[src/rtl/i2c_target.sv]
`timescale 1ns/1ps
module i2c_target #(
  parameter int SYNC_LEN = 2
) (
  input  logic       clk,
  input  logic       rst_n,
  input  logic       reg_we,
  input  logic       reg_re,
  input  logic [2:0] reg_addr,
  input  logic [7:0] reg_wdata,
  output logic [7:0] reg_rdata,
  input  logic       scl_i,
  input  logic       sda_i,
  output logic       scl_oe,
  output logic       sda_oe,
  output logic       irq
);
  localparam logic [2:0] A_CTRL = 3'd0, A_STAT = 3'd1, A_IEN = 3'd2, A_OWN = 3'd3, A_DATA = 3'd4;

  typedef enum logic [3:0] {
    S_IDLE = 4'd0, S_ADDR = 4'd1, S_AACK = 4'd2, S_RX = 4'd3, S_RXHOLD = 4'd4,
    S_RXACK = 4'd5, S_TXLOAD = 4'd6, S_TX = 4'd7, S_TXACK = 4'd8
  } state_e;

  logic [SYNC_LEN-1:0] scl_sync, sda_sync;
  logic scl_q, sda_q;
  logic [3:0] ctrl;
  logic [6:0] flags, ien, own;
  logic [7:0] dat, sh;
  logic [3:0] cnt;
  logic tx_full, rx_pend, ack_q, sda_drv;
  state_e state;

  wire scl_s   = scl_sync[SYNC_LEN-1];
  wire sda_s   = sda_sync[SYNC_LEN-1];
  wire rise    = scl_s & ~scl_q;
  wire fall    = ~scl_s & scl_q;
  wire start   = scl_s & scl_q & sda_q & ~sda_s;
  wire stop    = scl_s & scl_q & ~sda_q & sda_s;
  wire en      = ctrl[2];
  wire data_wr = reg_we && reg_addr == A_DATA;

  assign sda_oe = sda_drv;
  assign irq    = |(flags & ien);

  always_comb begin
    case (reg_addr)
      A_CTRL:  reg_rdata = {4'b0, ctrl};
      A_STAT:  reg_rdata = {1'b0, flags};
      A_IEN:   reg_rdata = {1'b0, ien};
      A_OWN:   reg_rdata = {1'b0, own};
      A_DATA:  reg_rdata = dat;
      default: reg_rdata = 8'h00;
    endcase
  end

  always_ff @(posedge clk or negedge rst_n) begin
    if (!rst_n) begin
      scl_sync <= '1; sda_sync <= '1; scl_q <= 1'b1; sda_q <= 1'b1;
      ctrl <= '0; flags <= '0; ien <= '0; own <= '0; dat <= '0; sh <= '0; cnt <= '0;
      tx_full <= 1'b0; rx_pend <= 1'b0; ack_q <= 1'b0; sda_drv <= 1'b0; scl_oe <= 1'b0;
      state <= S_IDLE;
    end else begin
      scl_sync <= {scl_sync[SYNC_LEN-2:0], scl_i};
      sda_sync <= {sda_sync[SYNC_LEN-2:0], sda_i};
      scl_q <= scl_s;
      sda_q <= sda_s;
      scl_oe <= en && (state == S_RXHOLD || state == S_TXLOAD);

      if (reg_we) begin
        case (reg_addr)
          A_CTRL: ctrl <= reg_wdata[3:0];
          A_STAT: flags <= {flags[6] & reg_wdata[6], flags[5], flags[4:0] & reg_wdata[4:0]};
          A_IEN:  ien <= reg_wdata[6:0];
          A_OWN:  own <= reg_wdata[6:0];
          default: ;
        endcase
      end
      if (data_wr) begin
        dat <= reg_wdata;
        tx_full <= 1'b1;
      end
      if (reg_re && reg_addr == A_DATA) rx_pend <= 1'b0;

      if (!en) begin
        state <= S_IDLE;
        sda_drv <= 1'b0;
      end else if (start) begin
        state <= S_ADDR;
        cnt <= '0;
        sda_drv <= 1'b0;
      end else if (stop) begin
        state <= S_IDLE;
        sda_drv <= 1'b0;
        flags[4] <= 1'b1;
      end else begin
        case (state)
          S_ADDR: begin
            if (rise) begin
              sh <= {sh[6:0], sda_s};
              cnt <= cnt + 4'd1;
            end else if (fall && cnt == 4'd8) begin
              if (sh[7:1] == own) begin
                flags[0] <= 1'b1; flags[5] <= sh[0];
                sda_drv <= 1'b1; state <= S_AACK;
              end else if (ctrl[1] && sh == 8'h00) begin
                flags[0] <= 1'b1; flags[6] <= 1'b1; flags[5] <= 1'b0;
                sda_drv <= 1'b1; state <= S_AACK;
              end else begin
                state <= S_IDLE;
              end
            end
          end
          S_AACK: if (fall) begin
            sda_drv <= 1'b0;
            cnt <= '0;
            state <= flags[5] ? S_TXLOAD : S_RX;
          end
          S_RX: begin
            if (rise) begin
              sh <= {sh[6:0], sda_s};
              cnt <= cnt + 4'd1;
            end else if (fall && cnt == 4'd8) begin
              dat <= sh; flags[1] <= 1'b1; rx_pend <= 1'b1;
              state <= S_RXHOLD;
            end
          end
          S_RXHOLD: if (!rx_pend) begin
            sda_drv <= ~ctrl[0];
            state <= S_RXACK;
          end
          S_RXACK: if (fall) begin
            sda_drv <= 1'b0;
            cnt <= '0;
            state <= S_RX;
          end
          S_TXLOAD: if (tx_full) begin
            sh <= dat; tx_full <= 1'b0;
            sda_drv <= ~dat[7];
            cnt <= '0;
            state <= S_TX;
          end
          S_TX: begin
            if (rise) cnt <= cnt + 4'd1;
            else if (fall) begin
              if (cnt == 4'd8) begin
                sda_drv <= 1'b0;
                state <= S_TXACK;
              end else begin
                sh <= {sh[6:0], 1'b0};
                sda_drv <= ~sh[6];
              end
            end
          end
          S_TXACK: begin
            if (rise) begin
              flags[2] <= 1'b1;
              if (!sda_s) flags[3] <= 1'b1;
              ack_q <= ~sda_s;
            end else if (fall) begin
              state <= ack_q ? S_TXLOAD : S_IDLE;
            end
          end
          default: state <= S_IDLE;
        endcase
      end
    end
  end
endmodule

[config.mk]
export PLATFORM = sky130hd
export DESIGN_NAME = i2c_target
export DESIGN_NICKNAME = d
export VERILOG_FILES = /design/src/rtl/i2c_target.sv
export SDC_FILE = /design/constraint.sdc
export NUM_CORES = 1
export LEC_CHECK = 0
export ABC_AREA = 1
export BUFFER_PORTS_ARGS = -buffer_cell sky130_fd_sc_hd__buf_2
export CORE_UTILIZATION = 53
export CTS_CLUSTER_DIAMETER = 100
export DETAILED_ROUTE_END_ITERATION = 10
export PLACE_DENSITY = 0.75
export SLEW_MARGIN = 30
export SYNTH_ARGS = -nofsm -noshare
export SYNTH_HDL_FRONTEND = slang
export SYNTH_SLANG_ARGS = --single-unit
[constraint.sdc]
create_clock -name clk -period 1.71 [get_ports clk]
set_clock_uncertainty 0.05 [all_clocks]
set_input_delay 0.0855 -clock clk [delete_from_list [all_inputs] [get_ports clk]]
set_output_delay 0.0855 -clock clk [all_outputs]
set_load 0.02 [all_outputs]
After elaboration in Yosys (flattened, before gate mapping)
Cells that the tools add are included.

storage, ports and cells
  bits in latches = 0
  memories = 0
  word-level logic and storage cells = 190
  flip-flop bits (word level) = 60
  output and inout port bits = 11
  ROM bits = 0
  RAM bits = 0

cells by class
  multiplexer cells = 92
  reductions and logical operators = 22
  multipliers = 0
  $lt $le $gt $ge = 0
  divide/modulo/power cells = 0
  equality and inequality tests = 39
  $add $sub $neg = 1
  shift operators = 0
  bitwise gates (word level) = 19

operators by type and width
  operator                                              number
  2-to-1 mux 8 bit                                      12
  2-to-1 mux 4 bit                                      23
  != test 5 bit (second input constant)                 13
  one-hot mux 8 bit (5 select lines)                    1
  2-to-1 mux 1 bit                                      38
  one-hot mux 4 bit (8 select lines)                    1
  2-to-1 mux 7 bit                                      4
  one-hot mux 8 bit (3 select lines)                    1
  AND reduction 9 bit                                   2
  equality test 4 x 3 -> 1 bit (second input constant)  4
  2-to-1 mux 2 bit                                      8
  AND reduction 13 bit                                  1
  one-hot mux 4 bit (3 select lines)                    1
  != test 2 bit (second input constant)                 5
  inverter 1 bit                                        9
  bitwise AND 1 bit                                     8
  equality test 4 x 2 -> 1 bit (second input constant)  2
  equality test 4 bit (second input constant)           2
  logical NOT 8 bit                                     1
  != test 8 x 2 -> 1 bit (second input constant)        1
  bitwise AND 7 bit                                     1
  equality test 7 bit                                   1
  OR reduction 7 bit                                    1
  equality test 3 x 2 -> 1 bit (second input constant)  2
  other kinds (22)                                      31

Logic depth before layout (Yosys ltp)
Gate-level depths: netlist of run 1.

  depth after elaboration = 11
  depth in mapped cells = 12
  depth with buffers taken out = 12

Worst setup path after synthesis of run 1
OpenSTA, ideal clock, no wires.

  kind = reg-to-reg
  start point = reg sda_sync[1]
  end point = reg sh[1]
  data arrival time = 1449 ps
  setup time = 130 ps
  period minus slack after synthesis = 1629 ps
  slack = 81 ps
  required time = 1530 ps
  cell stages (with the launch flop) = 9
  cell sequence = dfstp_2 -> inv_1 -> nand2_1 -> nor2_4 -> nor2_4 -> nand2_4 -> nor3_4 -> buf_6 -> o21ai_0

on the way
  cells in the longest elaborated chain, start to end = 4

ends and longest elaborated chain
  what                               RTL line  source
  start: declaration                 25        logic [SYNC_LEN-1:0] scl_sync, sda_sync;
  start signal: assignment           65        sda_sync <= {sda_sync[SYNC_LEN-2:0], sda_i};
  inverter 1 bit                     38        wire start = scl_s & scl_q & sda_q & ~sda_s;
  bitwise AND 1 bit                  38
  inverter 1 bit (no line)           -
  AND reduction 9 bit (no line) (*)  -
  end signal: assignment             100       sh <= {sh[6:0], sda_s};
  end signal: assignment             121       sh <= {sh[6:0], sda_s};
  end signal: assignment             150       sh <= {sh[6:0], 1'b0};
  end: declaration                   29        logic [7:0] dat, sh;

Mark *: on every way between the ends. The rest lies on a longest branch, timed or not.
A chain may end at the register's enable or synchronous reset.

Final worst setup path of run 1
  start point = reg cnt[1]
  end point = reg sh[2]

on the way
  cells in the longest elaborated chain, start to end = 3

ends and longest elaborated chain
  what                           RTL line  source
  start: declaration             30        logic [3:0] cnt;
  start signal: assignment       101       cnt <= cnt + 4'd1;
  start signal: assignment       122       cnt <= cnt + 4'd1;
  start signal: assignment       144       if (rise) cnt <= cnt + 4'd1;
  equality test 4 bit            146       if (cnt == 4'd8) begin
  != test 2 bit (no line)        -
  AND reduction 9 bit (no line)  -

No other way between the ends.

==> results.py, run 1 <==
metrics = {
    "yosys": {
        "synth_nets": 466,
        "synth_warnings": 0,
        "netlist_instances": 447,
        "ys_ff_latch": 60,
        "yosysSeqAreaShare_pct": 45.0,
        "synth.distinct_cells": 36,
        "netlist_area_mm2": 0.00335,
        "synth.avg_cell_area_um2": 7.50,
    },
    "power": {
        "intPower_w": 0.00302,
        "p_switching_w": 0.00131,
        "switching_share_pct": 30.2,
        "p_comb_share_pct": 21.2,
        "power_density_mw_per_mm2": 1020,
        "sequentialPowerShare_pct": 41.9,
        "ir_worst_vdd_mv": 0.923,
        "clkPwrFrac_pct": 36.9,
        "p_leak_nw": 2.15,
    },
    "sta": {
        "fin_crit_sh_pct": 101,
        "slew_headroom_pct": 63.8,
        "tns_ps": -36.0,
        "finalMaxSlewViolations": 0,
        "tightest_slew_ps": 543,
        "fmax_mhz": 580,
        "whs_ps": 70.4,
        "setup_violations": 4,
        "fin_ws_ps": -13.2,
        "fin_crit_ps": 1720,
        "hold_viol": 0,
        "grt_setup_unrepaired": "yes",
    },
    "cells_and_area": {
        "nets": 535,
        "layoutNonFillerInstCount": 596,
        "layout_commonest_cell": "nand2_1",
        "antenna_cells": 0,
        "fin_area_mm2": 0.00426,
        "final_cell_mix": "nand2_1 (133), dfrtp_1 (53), inv_1 (43)",
        "syn_to_final_growth_pct": 27.0,
        "drive_gt1_share_pct": 23.8,
    },
    "setup_path": {
        "worst-path-buf-inv": 2,
        "path_cells": "inv_2, ha_4, nand2_4, nor2_2, o21ai_1, nand2_1, nor3_4, clkbuf_16, o211ai_4, o21ai_2",
        "crit_fanout": 8,
        "r2r_setup_slack_ps": -10,
        "start_kind": "flop",
        "slowest_delay_ps": 390,
        "cp.arrival_ps": 1960,
        "r2r_end": "sh[2]$_DFFE_PN0P_",
        "r2r_cells": 10,
        "end_kind": "flop",
        "crit_required_ps": 1940,
        "r2r_start": "cnt[1]$_DFFE_PN0P_",
        "critical_path.top_delay_family": "simple AND/OR/NAND/NOR gates",
        "critPathKind": "flop to flop",
        "cpMaxStageDelayCell": "dfrtp_1",
        "cp_num_cells": 10,
    },
    "routing": {
        "drtAntennaViolNets": 0,
        "drt_iter0_drc": 311,
        "routedWlPerCell_um": 16.1,
        "drc": 0,
        "wirelength_um": 9600,
        "dr.pass1.iters": 5,
        "vias": 3401,
        "viasPerCell": 5.71,
    },
    "worst_hold_path": {
        "min_from": "reg_wdata[4]",
        "hold_class": "input port to flop",
        "whs_path_depth": 3,
        "hold_path_end": "ien[4]$_DFFE_PN0P_",
    },
    "global_route": {
        "grt_pass1_vias": 3073,
        "busiest_layer": "met2",
        "grt_overflow": 0,
        "antenna_found_initial": 0,
        "grtUsageTotal_pct": 30.4,
        "grt_pass1_wl_um": 14700,
        "grt_max_degree": 25,
        "met1_usage_pct": 42.3,
        "grtUsageMet2_pct": 47.1,
        "grtUsageMet3_pct": 5.33,
    },
    "floorplanning": {
        "die_area_mm2": 0.00665,
        "start_util_pct": 55.6,
        "die-width_um": 81.5,
        "pin_count": 28,
        "std_cell_rows": 28,
        "coreArea_mm2": 0.00603,
        "die_h_um": 81.5,
    },
    "place": {
        "place_area_mm2": 0.00372,
        "numPortBuffers": 27,
        "place_ws_ps": -49.6,
        "place_congestion": 0.907,
        "dp.final_hpwl_um": 6710,
        "placed_cells": 563,
    },
    "run_status": {
        "status": "finished, violations left",
        "violations": "negative setup slack",
    },
    "clock_network": {
        "cts_sinks": 60,
        "path_clk_slew_ps": 70,
        "cts_buffer_depth": 2,
        "cts_tree": "yes",
        "ctsHtreeMaxLevel": 3,
        "root_buffer": "clkbuf_8",
        "cts_buffers": 9,
        "clk_latency_ps": 350,
    },
    "flow_run": {
        "maxCapViolations": 0,
    },
}
-- flip-flops by register name, summed over array words and instances (netlist names), 2 cells and up --
name,flops
cnt,4
ctrl,4
dat,8
flags,7
ien,7
own,7
scl_sync,2
sda_sync,2
sh,8
state,4
-- worst max-delay path by stage --
stage | end | start
6_report | sh[2]$_DFFE_PN0P_ | cnt[1]$_DFFE_PN0P_
5_1_grt | sh[1]$_DFFE_PN0P_ | cnt[1]$_DFFE_PN0P_
4_1_cts | state[0]$_DFFE_PN0P_ | cnt[0]$_DFFE_PN0P_
3_5_place_dp | state[0]$_DFFE_PN0P_ | scl_sync[1]$_DFF_PN1_
3_3_place_gp | sh[5]$_DFFE_PN0P_ | state[3]$_DFFE_PN0P_
2_1_floorplan | sh[1]$_DFFE_PN0P_ | sda_sync[1]$_DFF_PN1_
-- worst register-to-register path: cells and delay by family, from the launching register on --
kind                       cells  cell delay (ps)
AOI/OAI and AO/OA              3              260
buffers and inverters          2              300
adders and majority gates      1              160
DFF                            1              390
and+or+nand+nor                4              510
-- per-layer routing --
metal	vias to the layer above	part of all wire, %
met1	1593	44
met5	-	0
li1	1611	-
met3	27	8.4
met4	0	2.0
met2	170	45
-- per-stage QoR --
| step | power (W) | utilization (%) |
|---|---|---|
| 3_5_place_dp | 0.00256 | 61.7 |
| 3_3_place_gp | 0.00254 | 61.7 |
| 2_1_floorplan | 0.00227 | - |
| 6_report | 0.00434 | 70.6 |
| 4_1_cts | 0.00418 | 68.0 |
| 5_1_grt | 0.00452 | 70.6 |
-- Yosys cell counts, drive strengths merged --
master	count	share of area [%]
a21oi	9	1.3
xor2	2	0.52
dfrtp	54	40
nor3	11	2.1
inv	52	5.8
o22ai	2	0.37
ha	2	0.75
o21ai	62	9.5
a221oi	2	0.52
a21boi	2	0.45
clkbuf	2	0.22
nand3b	2	0.45
nand3	20	3.1
o2111ai	2	0.52
nor2	44	5.8
nand4	7	1.3
buf	4	0.97
a22oi	1	0.22
a31oi	1	0.19
o211ai	7	2.0
dfstp	6	4.7
nand2	147	17
xnor2	5	1.3
a22o	1	0.26
-- layout make-up --
cell class              count  area, um^2
clock buffers              10         138
flip-flops and latches     60        1510
inverters                  52         200
repair buffers             63         485
well taps                  75        93.8
multi-input cells         330        1720
clock inverters             6         111
fillers                   508        1770
-- cell families (layout without fill, tap and decap cells) --
kind of cell             count (synthesis)  in the layout  synth area share (%)
AND/OR/NAND/NOR                        231            232                  30.0
AO/OA/AOI/OAI                           89             89                  15.3
flip-flops                              60             60                  45.0
buffers and inverters                   58            131                  7.02
XOR/XNOR                                 7              7                  1.83
adder cells (fa/ha/maj)                  2              2                 0.746
-- power by group through the flow --
stage	Clock [W]	Combinational (W)	Sequential [W]
finish	0.00160	0.000919	0.00182
global route	0.00166	0.00102	0.00184
CTS	0.00160	0.000778	0.00180
detailed placement	0	0.000749	0.00182
global placement	0	0.000731	0.00181
floorplan	0	0.000485	0.00178
-- timing repair --
action / in CTS / in global routing
setup buffers: 0 / 4
hold endpoints to repair: 30 / 0
pin swaps: 5 / 9
setup endpoints to repair: 13 / 28
gates resized for setup: 6 / 45
cloned: 0 / 2
hold buffers: 11 / 0
(Power assumes the default switching activity.)
==> inputs of run 2 (changes only) <==
--- a/config.mk
+++ b/config.mk
@@ -11,6 +11,7 @@
 export CTS_CLUSTER_DIAMETER = 100
 export DETAILED_ROUTE_END_ITERATION = 10
 export PLACE_DENSITY = 0.75
+export RECOVER_POWER = 25
 export SLEW_MARGIN = 30
 export SYNTH_ARGS = -nofsm -noshare
 export SYNTH_HDL_FRONTEND = slang
==> results.py, run 2 (synthesis results as in run 1) <==
metrics = {
    "clock_network": {
        "clk_latency_ps": 350,
        "cts_buffers": 9,
        "ctsHtreeMaxLevel": 3,
        "cts_buffer_depth": 2,
        "cts_sinks": 60,
        "cts_tree": "yes",
        "root_buffer": "clkbuf_8",
        "path_clk_slew_ps": 70,
    },
    "cells_and_area": {
        "antenna_cells": 0,
        "largest_registers": "dat (8), sh (8)",
        "nFillCells": 510,
        "final_cell_mix": "nand2_1 (133), dfrtp_1 (53), inv_1 (43)",
        "multiInputGateArea_mm2": 0.00172,
        "nets": 535,
        "drive_gt1_share_pct": 23.4,
        "syn_to_final_growth_pct": 26.9,
        "seqCellArea_mm2": 0.00151,
        "finish.utilization_pct": 70.6,
        "layout_commonest_cell": "nand2_1",
    },
    "routing": {
        "dr.pass1.iters": 5,
        "vias": 3384,
        "wirelength_um": 9610,
        "drtAntennaViolNets": 0,
        "drc": 0,
        "viasPerCell": 5.68,
        "routedWlPerCell_um": 16.1,
        "drt_iter0_drc": 310,
    },
    "global_route": {
        "grt_max_degree": 25,
        "grt_pass1_wl_um": 14700,
        "grt_pass1_vias": 3073,
        "antenna_found_initial": 0,
        "grt_overflow": 0,
        "grtUsageTotal_pct": 30.4,
    },
    "floorplanning": {
        "std_cell_rows": 28,
        "coreArea_mm2": 0.00603,
        "die_area_mm2": 0.00665,
        "die-width_um": 81.5,
        "pin_count": 28,
        "die_h_um": 81.5,
        "start_util_pct": 55.6,
    },
    "power": {
        "ir_worst_vdd_mv": 0.922,
        "power_density_mw_per_mm2": 1020,
        "switching_share_pct": 30.3,
        "p_comb_share_pct": 21.2,
        "intPower_w": 0.00302,
        "sequentialPowerShare_pct": 41.8,
        "clkPwrFrac_pct": 36.9,
        "p_leak_nw": 2.14,
        "p_switching_w": 0.00132,
    },
    "run_status": {
        "violations": "negative setup slack",
        "status": "finished, violations left",
    },
    "sta": {
        "hold_viol": 0,
        "fmax_mhz": 580,
        "fin_ws_ps": -13.3,
        "slew_headroom_pct": 11.9,
        "finalMaxSlewViolations": 0,
        "fin_crit_sh_pct": 101,
        "fin_crit_ps": 1720,
        "setup_violations": 5,
        "grt_setup_unrepaired": "yes",
        "tightest_slew_ps": 1320,
    },
    "setup_path": {
        "r2r_cells": 10,
        "start_kind": "flop",
        "crit_fanout": 8,
        "critPathKind": "flop to flop",
        "cp.arrival_ps": 1950,
        "end_kind": "flop",
        "crit_required_ps": 1940,
    },
    "place": {
        "dp.final_hpwl_um": 6710,
        "place_ws_ps": -49.6,
        "numPortBuffers": 27,
        "place_congestion": 0.907,
    },
    "worst_hold_path": {
        "whs_path_depth": 3,
        "hold_class": "input port to flop",
    },
    "flow_run": {
        "maxCapViolations": 0,
    },
}
run 2: cell types whose count changed in the layout (fill, tap and decap cells not counted), sizes merged:
cell / before / now
clkbuf: 11 / 13
buf: 51 / 49
run 2: through the flow:
| step | cells | total power, W | setup TNS, ps | hold slack (ps) | cell area, um^2 |
|---|---|---|---|---|---|
| after floorplan | 447 | 0.00227 | 0 | -260 | 3350 |
| after global placement | 563 | 0.00254 | 0 | 40.7 | 3720 |
| after detailed placement | 563 | 0.00256 | -209 | 39.8 | 3720 |
| after CTS | 590 | 0.00418 | 0 | 55.7 | 4100 |
| after global routing | 596 | 0.00452 | -1750 | 78.3 | 4250 |
| final | 596 | 0.00434 | -37.8 | 68.9 | 4250 |
run 2: power groups by stage:
stage          combinational (W)  clock [W]  sequential [W]
4_1_cts                 0.000778    0.00160         0.00180
5_1_grt                  0.00102    0.00166         0.00184
3_5_place_dp            0.000749          0         0.00182
6_report                0.000921    0.00160         0.00182
3_3_place_gp            0.000731          0         0.00181
2_1_floorplan           0.000485          0         0.00178
run 2: area by class of cell:
cell class                 instances  area share [%]
clock buffer                      10            3.24
clock inverter                     6            2.62
timing repair buffer              63            11.4
sequential                        60            35.5
multi-input combinational        330            40.4
tap                               75            2.21
inverter                          52            4.71
run 2: worst max-delay path: stages, from the launching register on:
cell,delay [ps]
dfrtp_1,390
inv_2,70
ha_4,160
nand2_4,60
nor2_2,40
o21ai_1,130
nand2_1,100
nor3_4,310
buf_12,170
o211ai_1,80
o21ai_1,100
run 2: per-layer routing:
metal	global-route usage, %	wire, um	vias up
met5	0	0	-
met4	12.1	161	0
met3	5.33	799	18
met2	47.1	4390	165
met1	42.3	4260	1595
li1	-	-	1606
run 2: final timing paths:
path,to,slack [ps],startpoint
min in group asynchronous,ctrl[3]$_DFFE_PN0P_,500,rst_n
worst min register to register,scl_sync[1]$_DFF_PN1_,310,scl_sync[0]$_DFF_PN1_
worst max-delay path,sh[6]$_DFFE_PN0P_,-10,cnt[1]$_DFFE_PN0P_
worst max register to register,sh[6]$_DFFE_PN0P_,-10,cnt[1]$_DFFE_PN0P_
worst min-delay path,ien[4]$_DFFE_PN0P_,70,reg_wdata[4]
max in group asynchronous,state[1]$_DFFE_PN0P_,180,rst_n
run 2: repair_timing:
action	in CTS	in global routing
hold buffers	11	0
pin swaps	5	9
resized for setup	6	45
endpoints found under the setup margin	13	28
hold endpoints to repair	30	0
setup buffers	0	4
gates cloned	0	2
==> inputs of run 3 (changes only) <==
--- a/config.mk
+++ b/config.mk
@@ -5,12 +5,10 @@
 export SDC_FILE = /design/constraint.sdc
 export NUM_CORES = 1
 export LEC_CHECK = 0
-export ABC_AREA = 1
 export BUFFER_PORTS_ARGS = -buffer_cell sky130_fd_sc_hd__buf_2
-export CORE_UTILIZATION = 53
+export CORE_UTILIZATION = 28
 export CTS_CLUSTER_DIAMETER = 100
 export DETAILED_ROUTE_END_ITERATION = 10
-export PLACE_DENSITY = 0.75
 export RECOVER_POWER = 25
 export SLEW_MARGIN = 30
 export SYNTH_ARGS = -nofsm -noshare
==> results.py, run 3 <==
metrics = {
    "run_status": {
        "status": "finished, violations left",
        "violations": "design-rule violations, negative setup slack",
    },
    "sta": {
        "fin_crit_ps": 2000,
        "fmax_mhz": 499,
        "grt_setup_unrepaired": "yes",
        "tightest_slew_ps": 794,
        "tns_ps": -3700,
        "finalMaxSlewViolations": 0,
        "fin_ws_ps": -295,
        "fin_crit_sh_pct": 117,
        "hold_viol": 0,
        "slew_headroom_pct": 47.0,
        "setup_violations": 22,
    },
    "yosys": {
        "yosys.area.top_type_share_pct": 40.1,
        "synth_warnings": 0,
        "ys_top_cells_by_count": "dfrtp_1 (54), nand2_1 (44), nor2_1 (27)",
        "netlist_instances": 345,
        "ys_ff_latch": 60,
        "synth-main-ff-cell": "dfrtp_1",
        "synth.avg_cell_area_um2": 9.76,
        "synth_area_leaders": "dfrtp_1 (40%), mux2_2 (7.4%), mux2i_1 (7.1%)",
        "synth.distinct_cells": 57,
        "yosys.cell_count.top_type": "dfrtp_1",
        "synth_nets": 364,
        "netlist_area_mm2": 0.00337,
        "synth_top_cell_by_area": "dfrtp_1",
        "async_reset_ff_share_pct": 100,
        "yosysSeqAreaShare_pct": 44.8,
        "synth_edf_count": 0,
    },
    "floorplanning": {
        "die_h_um": 112,
        "die_area_mm2": 0.0125,
        "pin_count": 28,
        "coreArea_mm2": 0.0116,
        "die-width_um": 112,
        "std_cell_rows": 39,
        "start_util_pct": 29.1,
    },
    "worst_hold_path": {
        "hold_class": "input port to flop",
    },
    "cells_and_area": {
        "largest_registers": "dat (8), sh (8)",
        "layout_commonest_cell": "buf_4",
        "multiInputGateArea_mm2": 0.00209,
        "final_cell_mix": "buf_4 (75), dfrtp_1 (51), nand2_1 (33)",
        "seqCellArea_mm2": 0.00151,
        "nets": 481,
        "syn_to_final_growth_pct": 50.7,
        "layoutNonFillerInstCount": 610,
        "drive_gt1_share_pct": 48.8,
        "antenna_cells": 0,
        "nFillCells": 1024,
    },
    "power": {
        "p_leak_nw": 2.18,
        "ir_worst_vdd_mv": 0.593,
        "power_density_mw_per_mm2": 943,
        "power_w": 0.00479,
    },
    "clock_network": {
        "cts_buffers": 9,
        "clk_latency_ps": 340,
        "cts_sinks": 60,
        "cts_buffer_depth": 2,
        "path_clk_slew_ps": 60,
        "cts_tree": "yes",
        "root_buffer": "clkbuf_16",
        "ctsHtreeMaxLevel": 3,
    },
    "routing": {
        "drtAntennaViolNets": 0,
        "routedWlPerCell_um": 16.6,
        "wl_met2_um": 5100,
        "viasPerCell": 5.16,
        "met3_length_um": 492,
        "topRoutingLayerUsed": "met4",
        "drc": 2,
        "met1Wirelength_um": 4350,
        "drt_iter0_drc": 203,
        "dr.pass1.iters": 7,
        "vias": 3147,
        "wirelength_um": 10100,
    },
    "global_route": {
        "antenna_found_initial": 0,
        "grt_overflow": 0,
        "grt_pass1_wl_um": 16600,
        "grt_max_degree": 36,
        "grtUsageTotal_pct": 17.1,
        "grt_pass1_vias": 3131,
    },
    "setup_path": {
        "start_kind": "flop",
        "path_cells": "nor2b_2, buf_4, o211ai_1, a21oi_2, or2_1, or4_1, nand3_1",
        "critPathKind": "flop to flop",
        "crit_required_ps": 1930,
        "end_kind": "flop",
        "cp.arrival_ps": 2230,
        "worst-path-buf-inv": 1,
        "cpMaxStageDelayCell": "or4_1",
        "crit_fanout": 6,
        "critical_path.top_delay_family": "simple AND/OR/NAND/NOR gates",
        "slowest_delay_ps": 520,
    },
    "place": {
        "dp.final_hpwl_um": 7080,
        "place_ws_ps": -276,
        "numPortBuffers": 27,
        "place_congestion": 0.862,
        "placed_cells": 576,
    },
    "flow_run": {
        "maxCapViolations": 0,
    },
}
## run 3: cell count changes in the layout (fill, tap and decap cells not counted), moves of 9 or more
cell	change
nand3_1	-14
clkbuf_8	-9
inv_1	-37
o21ai_0	-28
nor2b_1	+11
mux2i_1	+24
nor2_1	-10
buf_4	+54
nand2_1	-100
o21ai_1	-10
mux2_2	+20
nor2_2	-9
## run 3: area by class of cell
class / count / share of cell area, %
Sequential cell: 60 / 29.8
Tap cell: 143 / 3.53
Multi-Input combinational cell: 262 / 41.2
Clock inverter: 5 / 1.68
Clock buffer: 11 / 4.78
Timing Repair Buffer: 121 / 18.3
Inverter: 8 / 0.691
## run 3: layer usage
layer / vias up / global-route usage, %
li1: 1491 / -
met1: 1565 / 21.3
met2: 75 / 28.7
met3: 16 / 3.21
met4: 0 / 7.75
met5: - / 0
## run 3: worst reg2reg max path, cell delays in order (launching register included)
cell and delay [ps]:
dfrtp_2 450, nor2b_2 200, buf_4 170, o211ai_1 100, a21oi_2 100, or2_1 240
or4_1 520, nand3_1 100
## run 3: repair_timing
item                                    CTS  global route
setup buffers                             8             6
resized for setup                        60            39
endpoints found under the setup margin   31            33
hold endpoints to repair                 70             0
hold buffers                              7             0
pin swaps                                19            20
## run 3: through the flow
step	utilization (%)	cell area (um^2)	hold WS, ps
final	43.9	5070	1.10
after detailed placement	36.8	4260	-86.0
after global placement	36.8	4260	-91.4
after CTS	42.6	4930	4.60
after floorplan	-	3430	-260
after global routing	43.9	5070	14.6
## run 3: power breakdown
part	total [W]	switching [W]	leakage [nW]	internal [W]
logic	0.000997	0.000472	1.28	0.000525
clock network	0.00200	0.000684	0.156	0.00132
registers	0.00179	0.000177	0.743	0.00161
total	0.00479	0.00133	2.18	0.00345
## run 3: cell families (layout without fill, tap and decap cells)
group	count (synthesis)	in the layout	synth area share, %
compound gates	85	85	15.9
xor+xnor	8	8	2.30
fa+ha+maj	2	2	0.743
buf+inv	23	145	2.90
flops	60	60	44.8
mux	47	47	14.8
simple gates	120	120	18.4
## run 3: worst paths after layout
| path | startpoint | endpoint | slack, ps | depth (start not counted) |
|---|---|---|---|---|
| setup reg to reg | state[2]$_DFFE_PN0P_ | sda_oe$_DFFE_PN0P_ | -290 | 7 |
| hold / removal | reg_wdata[0] | ctrl[0]$_DFFE_PN0P_ | 1 | 2 |
| hold reg to reg | scl_sync[0]$_DFF_PN1_ | scl_sync[1]$_DFF_PN1_ | 300 | 0 |
| setup / recovery | state[2]$_DFFE_PN0P_ | sda_oe$_DFFE_PN0P_ | -290 | 7 |
| min in group asynchronous | rst_n | rx_pend$_DFF_PN0_ | 160 | 2 |
| max in group asynchronous | rst_n | ctrl[1]$_DFFE_PN0P_ | 310 | 3 |
